==> src/rtl/synth_ctl_pkg.sv <==
`timescale 1ns/1ps
// Shared sizes and state types for the synthesiser programming port.
package synth_ctl_pkg;
    localparam int BYTE_W  = 8;
    localparam int SEL_W   = 2;
    localparam int FIX_W   = BYTE_W - 1 - SEL_W;
    localparam int RATIO_W = 2 * BYTE_W - 1;
    localparam int CNT_W   = $clog2(BYTE_W + 1);

    typedef enum logic [2:0] {
        S_IDLE, S_ADDR, S_ADDR_ACK, S_WR_BYTE, S_WR_ACK, S_RD_BYTE, S_RD_ACK
    } bus_state_e;

    typedef enum logic [1:0] {P_FIRST, P_DIV_LO, P_PORT} pair_state_e;
endpackage

==> src/rtl/synth_i2c_line.sv <==
`timescale 1ns/1ps
// Bus condition detector: finds SCL edges and START/STOP conditions.
// Assumes scl_i/sda_i are already synchronous to clk.
module synth_i2c_line (
    input  logic clk,
    input  logic rst_n,
    input  logic scl_i,
    input  logic sda_i,
    output logic scl_rise,
    output logic scl_fall,
    output logic bus_start,
    output logic bus_stop
);
    logic scl_q, sda_q;

    // Hold the previous line levels (idle bus is high).
    always_ff @(posedge clk) begin
        if (!rst_n) begin
            scl_q <= 1'b1;
            sda_q <= 1'b1;
        end else begin
            scl_q <= scl_i;
            sda_q <= sda_i;
        end
    end

    // Classify transitions against the previous levels.
    always_comb begin
        scl_rise  = scl_i & ~scl_q;
        scl_fall  = ~scl_i & scl_q;
        bus_start = scl_q & scl_i & sda_q & ~sda_i;
        bus_stop  = scl_q & scl_i & ~sda_q & sda_i;
    end
endmodule

==> src/rtl/synth_i2c_engine.sv <==
`timescale 1ns/1ps
// Byte engine: address match, per-byte acknowledge, write shifting and
// status transmission. Changes SDA only after a falling SCL edge.
module synth_i2c_engine
    import synth_ctl_pkg::*;
#(
    parameter logic [FIX_W-1:0] BASE_ADDR = 5'b11000
) (
    input  logic              clk,
    input  logic              rst_n,
    input  logic              scl_rise,
    input  logic              scl_fall,
    input  logic              bus_start,
    input  logic              bus_stop,
    input  logic              sda_i,
    input  logic [SEL_W-1:0]  sel_i,
    input  logic [BYTE_W-1:0] status_i,
    output logic              sda_pull_o,
    output logic              byte_stb_o,
    output logic [BYTE_W-1:0] byte_o,
    output logic              rd_done_o
);
    bus_state_e        state_q;
    logic [CNT_W-1:0]  bit_q;
    logic [BYTE_W-1:0] sh_q;
    logic              oe_q, mack_q, stb_q, rdd_q;
    logic [BYTE_W-2:0] my_addr;
    logic              last_bit;

    assign my_addr  = {BASE_ADDR, sel_i};
    assign last_bit = (bit_q == CNT_W'(BYTE_W));

    // Bus state machine, bit counter, shift register and SDA pull.
    always_ff @(posedge clk) begin
        if (!rst_n) begin
            state_q <= S_IDLE;
            bit_q   <= '0;
            sh_q    <= '0;
            oe_q    <= 1'b0;
            mack_q  <= 1'b0;
            stb_q   <= 1'b0;
            rdd_q   <= 1'b0;
        end else begin
            stb_q <= 1'b0;
            rdd_q <= 1'b0;
            if (bus_start) begin
                state_q <= S_ADDR;
                bit_q   <= '0;
                oe_q    <= 1'b0;
            end else if (bus_stop) begin
                state_q <= S_IDLE;
                oe_q    <= 1'b0;
            end else begin
                case (state_q)
                    S_ADDR, S_WR_BYTE: begin
                        if (scl_rise) begin
                            sh_q  <= {sh_q[BYTE_W-2:0], sda_i};
                            bit_q <= bit_q + CNT_W'(1);
                        end else if (scl_fall && last_bit) begin
                            if (state_q == S_WR_BYTE) begin
                                oe_q    <= 1'b1;
                                state_q <= S_WR_ACK;
                            end else if (sh_q[BYTE_W-1:1] == my_addr) begin
                                oe_q    <= 1'b1;
                                state_q <= S_ADDR_ACK;
                            end else begin
                                state_q <= S_IDLE;
                            end
                        end
                    end
                    S_ADDR_ACK: if (scl_fall) begin
                        bit_q <= '0;
                        if (sh_q[0]) begin
                            sh_q    <= status_i;
                            oe_q    <= ~status_i[BYTE_W-1];
                            state_q <= S_RD_BYTE;
                        end else begin
                            oe_q    <= 1'b0;
                            state_q <= S_WR_BYTE;
                        end
                    end
                    S_WR_ACK: if (scl_fall) begin
                        oe_q    <= 1'b0;
                        bit_q   <= '0;
                        stb_q   <= 1'b1;
                        state_q <= S_WR_BYTE;
                    end
                    S_RD_BYTE: begin
                        if (scl_rise) begin
                            bit_q <= bit_q + CNT_W'(1);
                        end else if (scl_fall) begin
                            if (last_bit) begin
                                oe_q    <= 1'b0;
                                state_q <= S_RD_ACK;
                            end else begin
                                sh_q <= {sh_q[BYTE_W-2:0], 1'b0};
                                oe_q <= ~sh_q[BYTE_W-2];
                            end
                        end
                    end
                    S_RD_ACK: begin
                        if (scl_rise) begin
                            mack_q <= ~sda_i;
                        end else if (scl_fall) begin
                            rdd_q <= 1'b1;
                            bit_q <= '0;
                            if (mack_q) begin
                                sh_q    <= status_i;
                                oe_q    <= ~status_i[BYTE_W-1];
                                state_q <= S_RD_BYTE;
                            end else begin
                                state_q <= S_IDLE;
                            end
                        end
                    end
                    default: ;
                endcase
            end
        end
    end

    assign sda_pull_o = oe_q;
    assign byte_stb_o = stb_q;
    assign byte_o     = sh_q;
    assign rd_done_o  = rdd_q;


    pull_in_owned_slot_chk: assert property (@(posedge clk) disable iff (!rst_n)
        oe_q |-> (state_q inside {S_ADDR_ACK, S_WR_ACK, S_RD_BYTE}));

    idle_silent_chk: assert property (@(posedge clk) disable iff (!rst_n)
        (state_q == S_IDLE) |-> !oe_q);

    start_aborts_chk: assert property (@(posedge clk) disable iff (!rst_n)
        bus_start |=> (state_q == S_ADDR && !oe_q));
endmodule

==> src/rtl/synth_reg_bank.sv <==
`timescale 1ns/1ps
// Register bank: sorts received bytes into divider or control/port pairs,
// commits the ratio only as a whole, and packs the status byte.
module synth_reg_bank
    import synth_ctl_pkg::*;
#(
    parameter logic [BYTE_W-1:0] PORT_RESET = 8'h00
) (
    input  logic               clk,
    input  logic               rst_n,
    input  logic               frame_rst,
    input  logic               byte_stb,
    input  logic [BYTE_W-1:0]  byte_i,
    input  logic               rd_done,
    input  logic               lock_i,
    input  logic [2:0]         port_in_i,
    input  logic [2:0]         adc_i,
    output logic [RATIO_W-1:0] ratio_o,
    output logic               cp_sel_o,
    output logic [1:0]         test_o,
    output logic               drive_off_o,
    output logic [BYTE_W-1:0]  port_o,
    output logic [BYTE_W-1:0]  status_o
);
    localparam logic [2:0] ADC_TOP = 3'd4;

    pair_state_e       pair_q;
    logic [BYTE_W-2:0] hi_q;
    logic              por_q;
    logic [2:0]        adc_sat;

    // Pair sorting, register updates and power-on flag.
    always_ff @(posedge clk) begin
        if (!rst_n) begin
            pair_q      <= P_FIRST;
            hi_q        <= '0;
            ratio_o     <= '0;
            cp_sel_o    <= 1'b0;
            test_o      <= '0;
            drive_off_o <= 1'b0;
            port_o      <= PORT_RESET;
            por_q       <= 1'b1;
        end else begin
            if (rd_done) por_q <= 1'b0;
            if (frame_rst) begin
                pair_q <= P_FIRST;
            end else if (byte_stb) begin
                case (pair_q)
                    P_FIRST: begin
                        if (byte_i[BYTE_W-1]) begin
                            cp_sel_o    <= byte_i[6];
                            test_o      <= byte_i[5:4];
                            drive_off_o <= byte_i[0];
                            pair_q      <= P_PORT;
                        end else begin
                            hi_q   <= byte_i[BYTE_W-2:0];
                            pair_q <= P_DIV_LO;
                        end
                    end
                    P_DIV_LO: begin
                        ratio_o <= {hi_q, byte_i};
                        pair_q  <= P_FIRST;
                    end
                    default: begin
                        port_o <= byte_i;
                        pair_q <= P_FIRST;
                    end
                endcase
            end
        end
    end

    // Saturate the ADC code and pack the status byte.
    always_comb begin
        adc_sat  = (adc_i > ADC_TOP) ? ADC_TOP : adc_i;
        status_o = {por_q, lock_i, port_in_i, adc_sat};
    end


    ratio_atomic_chk: assert property (@(posedge clk) disable iff (!rst_n)
        !byte_stb |=> $stable(ratio_o));

    por_clear_chk: assert property (@(posedge clk) disable iff (!rst_n)
        $fell(por_q) |-> $past(rd_done));

    adc_range_chk: assert property (@(posedge clk) disable iff (!rst_n)
        status_o[2:0] <= ADC_TOP);
endmodule

==> src/rtl/synth_ctl_if.sv <==
`timescale 1ns/1ps
// Top: I2C programming port of a frequency synthesiser. Connects the line
// detector, byte engine and register bank. Assumes sampled SCL/SDA inputs
// and an external open-drain pad driven by sda_pull_o.
module synth_ctl_if
    import synth_ctl_pkg::*;
#(
    parameter logic [FIX_W-1:0]  BASE_ADDR  = 5'b11000,
    parameter logic [BYTE_W-1:0] PORT_RESET = 8'h00
) (
    input  logic               clk,
    input  logic               rst_n,
    input  logic               scl_i,
    input  logic               sda_i,
    output logic               sda_pull_o,
    input  logic [SEL_W-1:0]   addr_sel_i,
    input  logic               lock_i,
    input  logic [2:0]         port_in_i,
    input  logic [2:0]         adc_i,
    output logic [RATIO_W-1:0] ratio_o,
    output logic               cp_sel_o,
    output logic [1:0]         test_o,
    output logic               drive_off_o,
    output logic [BYTE_W-1:0]  port_o
);
    logic scl_rise, scl_fall, bus_start, bus_stop;
    logic byte_stb, rd_done;
    logic [BYTE_W-1:0] rx_byte, status;

    synth_i2c_line u_line (
        .clk(clk), .rst_n(rst_n), .scl_i(scl_i), .sda_i(sda_i),
        .scl_rise(scl_rise), .scl_fall(scl_fall),
        .bus_start(bus_start), .bus_stop(bus_stop)
    );

    synth_i2c_engine #(.BASE_ADDR(BASE_ADDR)) u_engine (
        .clk(clk), .rst_n(rst_n), .scl_rise(scl_rise), .scl_fall(scl_fall),
        .bus_start(bus_start), .bus_stop(bus_stop), .sda_i(sda_i),
        .sel_i(addr_sel_i), .status_i(status), .sda_pull_o(sda_pull_o),
        .byte_stb_o(byte_stb), .byte_o(rx_byte), .rd_done_o(rd_done)
    );

    synth_reg_bank #(.PORT_RESET(PORT_RESET)) u_regs (
        .clk(clk), .rst_n(rst_n), .frame_rst(bus_start | bus_stop),
        .byte_stb(byte_stb), .byte_i(rx_byte), .rd_done(rd_done),
        .lock_i(lock_i), .port_in_i(port_in_i), .adc_i(adc_i),
        .ratio_o(ratio_o), .cp_sel_o(cp_sel_o), .test_o(test_o),
        .drive_off_o(drive_off_o), .port_o(port_o), .status_o(status)
    );
endmodule

==> config.mk <==
export PLATFORM = sky130hd
export DESIGN_NAME = synth_ctl_if
export DESIGN_NICKNAME = d
export VERILOG_FILES = /design/src/rtl/synth_ctl_pkg.sv /design/src/rtl/synth_i2c_line.sv /design/src/rtl/synth_i2c_engine.sv /design/src/rtl/synth_reg_bank.sv /design/src/rtl/synth_ctl_if.sv
export SDC_FILE = /design/constraint.sdc
export NUM_CORES = 1
export LEC_CHECK = 0
export BUFFER_PORTS_ARGS = -buffer_cell sky130_fd_sc_hd__buf_2
export CORE_ASPECT_RATIO = 1.5
export CORE_MARGIN = 2
export CORE_UTILIZATION = 51
export DETAILED_ROUTE_END_ITERATION = 12
export GPL_ROUTABILITY_DRIVEN = 0
export GPL_TIMING_DRIVEN = 0
export PLACE_DENSITY = 0.76
export SLEW_MARGIN = 20
export SYNTH_ARGS = -nofsm -noshare
export SYNTH_HDL_FRONTEND = slang
export SYNTH_SLANG_ARGS = --single-unit
==> constraint.sdc <==
create_clock -name clk -period 1.75 [get_ports clk]
set_clock_uncertainty 0.15 [all_clocks]
set_input_delay 0.0875 -clock clk [delete_from_list [all_inputs] [get_ports clk]]
set_output_delay 0.0875 -clock clk [all_outputs]
set_load 0.05 [all_outputs]
==> results.yml <==
critical_path:
  cp_slowest_stage_delay_ns: 0.32
  worstPathArrival_ns: 1.86
  critical-path-top-delay-family: "compound AO/OA/AOI/OAI gates"
  cp.required_ns: 1.81
  worstPathMaxFanout: 5
  path_class: "register to register"
  path_cells: "inv_2 -> ha_4 -> nand3b_1 -> buf_4 -> o21ai_2 -> o311ai_4 -> a211oi_2 -> a311oi_1"
  worst_setup_path_end_kind: "register"
  start_kind: "register"
  crit_buf_inv: 2
  crit_path_top_delay_cell: "dfxtp_2"
synthesis:
  syn_area_sq_um: 2720
  ys.warnings.count: 0
  synthCells: 296
  syn_avg_cell_area_sq_um: 9.18
  synth.net_count: 311
  synth-edff-count: 0
  ys_types: 49
  async_reset_ff_share_pct: 0
  synth_seq_cells: 58
  yosys_most_used_dff: "dfxtp_1"
  synth-seq-area-share_pct: 42.7
clocking:
  clk_latency_ns: 0.35
  cts_tree: "built"
  cts_root_buf: "clkbuf_8"
  clk_pin_slew_ns: 0.06
  cts.sinks: 58
  cts_buffer_depth: 2
  htree_num_levels: 3
  numCtsBuffers: 9
sta:
  finalSetupTns_ns: -0.111
  fmax_mhz: 556
  hold_viol: 0
  layout_min_cycle_time_ns: 1.80
  finalMaxSlewViolations: 0
  setup_viol_count_final: 6
  rsz0062_at_grt: "true"
  tightest_slew_ns: 0.494
  max_slew_margin_pct: 67.1
  worst_slack_ns: -0.0493
  period_share_pct: 103
outcome:
  violations: "negative setup slack"
  outcome: "finished, violations left"
cells_and_area:
  mostFrequentLayoutCells: "dfxtp_1 (51), buf_2 (42), mux2i_1 (35), nor2b_1 (31)"
  n_antenna_cell: 0
  drive_gt1_share_pct: 31.2
  syn_to_final_growth_pct: 28.2
  final_common_cell: "dfxtp_1"
  fin_cells: 430
  nets: 372
power_and_ir_drop:
  p_int_mw: 2.26
  p_clk_share_pct: 46.4
  p_leak_nw: 1.42
  vdd_drop_max_mv: 0.486
  swShare_pct: 23.2
  switchingPower_mw: 0.685
  p_seq_share_pct: 45.3
  pwr-share-comb_pct: 8.3
  p_per_area_nw_per_um2: 847
detailed_routing:
  dr.pass1.iters: 4
  wire_per_inst_microns: 16.9
  ant_nets: 0
  drc: 0
  wl_microns: 7280
  first_iter_violations: 104
  num_vias: 2411
  viasPerCell: 5.61
global_route:
  grt_max_degree: 11
  antenna_found_initial: 0
  grt_overflow: 0
  grt_pass1_vias: 2254
  grt_pass1_wl_microns: 11200
  track_usage_pct: 25.1
die:
  die_w_microns: 63.6
  initial_core_util_pct: 53.0
  die_h_microns: 93.4
  dieArea_sq_um: 5940
  io_pins: 41
  placement_rows: 32
  coreArea_sq_um: 5120
place:
  dp_cells: 403
  io_buffers: 39
  dpl.hpwl_microns: 4630
flow_run:
  max_cap_viol_count: 0
min_path:
  holdCritPathClass: "input pin to register"
-- power groups by stage --
stage,Sequential [mW],Clock (mW),Combinational [mW]
floorplan,1.36,0,0.134
global placement,1.36,0,0.186
detailed placement,1.36,0,0.189
CTS,1.34,1.37,0.223
global route,1.34,1.43,0.262
finish,1.34,1.37,0.244
-- cells in the mapped netlist, drive strengths merged, types with 2 or more instances --
cell,n,area (sq um)
o21a,2,15.0
nor2b,33,206
nand3,8,45.0
nand3b,3,22.5
nor3,5,25.0
xnor2,2,17.5
and3,2,12.5
o211a,3,30.0
a311oi,2,17.5
nand2,20,75.1
inv,9,33.8
a211oi,2,15.0
and2,2,15.0
buf,10,75.1
a21oi,14,70.1
o21ai,13,65.1
nand2b,7,51.3
dfxtp,58,1160
a22o,5,43.8
nor2,20,75.1
nand4,7,43.8
mux2i,37,370
or3b,2,17.5
ha,2,25.0
clkbuf,10,37.5
-- stage by stage --
stage / power, mW / setup WS, ns / hold WS (ns) / util, % / area, sq um
finish: 2.95 / -0.0493 / 0.0189 / 67.9 / 3480
floorplan: 1.50 / -0.0930 / 0.0390 / - / 2720
detailed placement: 1.55 / -0.263 / 0.241 / 58.5 / 3000
global route: 3.03 / -0.111 / 0.0542 / 67.9 / 3480
global placement: 1.55 / -0.256 / 0.230 / 58.5 / 3000
CTS: 2.93 / -0.117 / 0.00483 / 66.0 / 3380
-- cell type report --
type / count / area [sq um]
plain buffers: 17 / 114
clock buffers: 11 / 141
clock inverters: 5 / 77.6
fillers: 424 / 1640
inverters: 9 / 33.8
multi-input cells: 209 / 1530
flip-flops and latches: 58 / 1170
well taps: 68 / 85.1
repair buffers: 53 / 327
-- sequential cells by signal, summed over array words and instances, names as in the netlist, 2 cells and up --
register	cells
u_regs.hi_q	7
u_regs.pair_q	2
u_engine.bit_q	4
u_engine.state_q	3
u_regs.ratio_o	15
u_regs.port_o	8
u_regs.test_o	2
u_engine.byte_o	8
-- path summary, 6_finish.rpt --
| kind | cells past startpoint | startpoint | to | slack, ns |
|---|---|---|---|---|
| setup / recovery | 8 | u_engine.bit_q[1] | u_engine.state_q[0] | -0.05 |
| hold / removal | 3 | scl_i | u_line.scl_q | 0.02 |
| setup reg to reg | 8 | u_engine.bit_q[1] | u_engine.state_q[0] | -0.05 |
| hold reg to reg | 1 | u_engine.rd_done_o | u_regs.por_q | 0.27 |
-- worst register-to-register path: cells and delay by family (launching register included) --
kind                       cells  cell delay, ns
AOI/OAI and AO/OA              4            0.67
buffers and inverters          2            0.25
and+or+nand+nor                1            0.13
DFF                            1            0.32
adders and majority gates      1            0.13
-- routing by layer --
| layer | wire length (microns) | part of all wire (%) | global-route usage, % |
|---|---|---|---|
| met5 | 0 | 0 | 0 |
| met4 | 291 | 4.0 | 15.4 |
| met3 | 320 | 4.4 | 5.66 |
| met2 | 3900 | 54 | 44.3 |
| met1 | 2770 | 38 | 26.7 |
-- kinds of logic (layout without fill, tap and decap cells) --
kind of cell	Yosys count	in the layout	share of synthesized area, %
buf+inv	29	95	5.39
flops	58	58	42.7
xor+xnor	3	3	0.967
mux	37	37	13.6
fa+ha+maj	2	2	0.921
compound gates	53	53	13.1
simple gates	114	114	23.2
-- repair_timing --
| action | CTS | global route |
|---|---|---|
| gates resized for setup | 27 | 22 |
| hold endpoints to repair | 5 | 0 |
| setup buffers | 6 | 4 |
| hold buffers | 4 | 0 |
| pin swaps | 10 | 8 |
| setup endpoints to repair | 26 | 31 |
(Power assumes the default switching activity.)
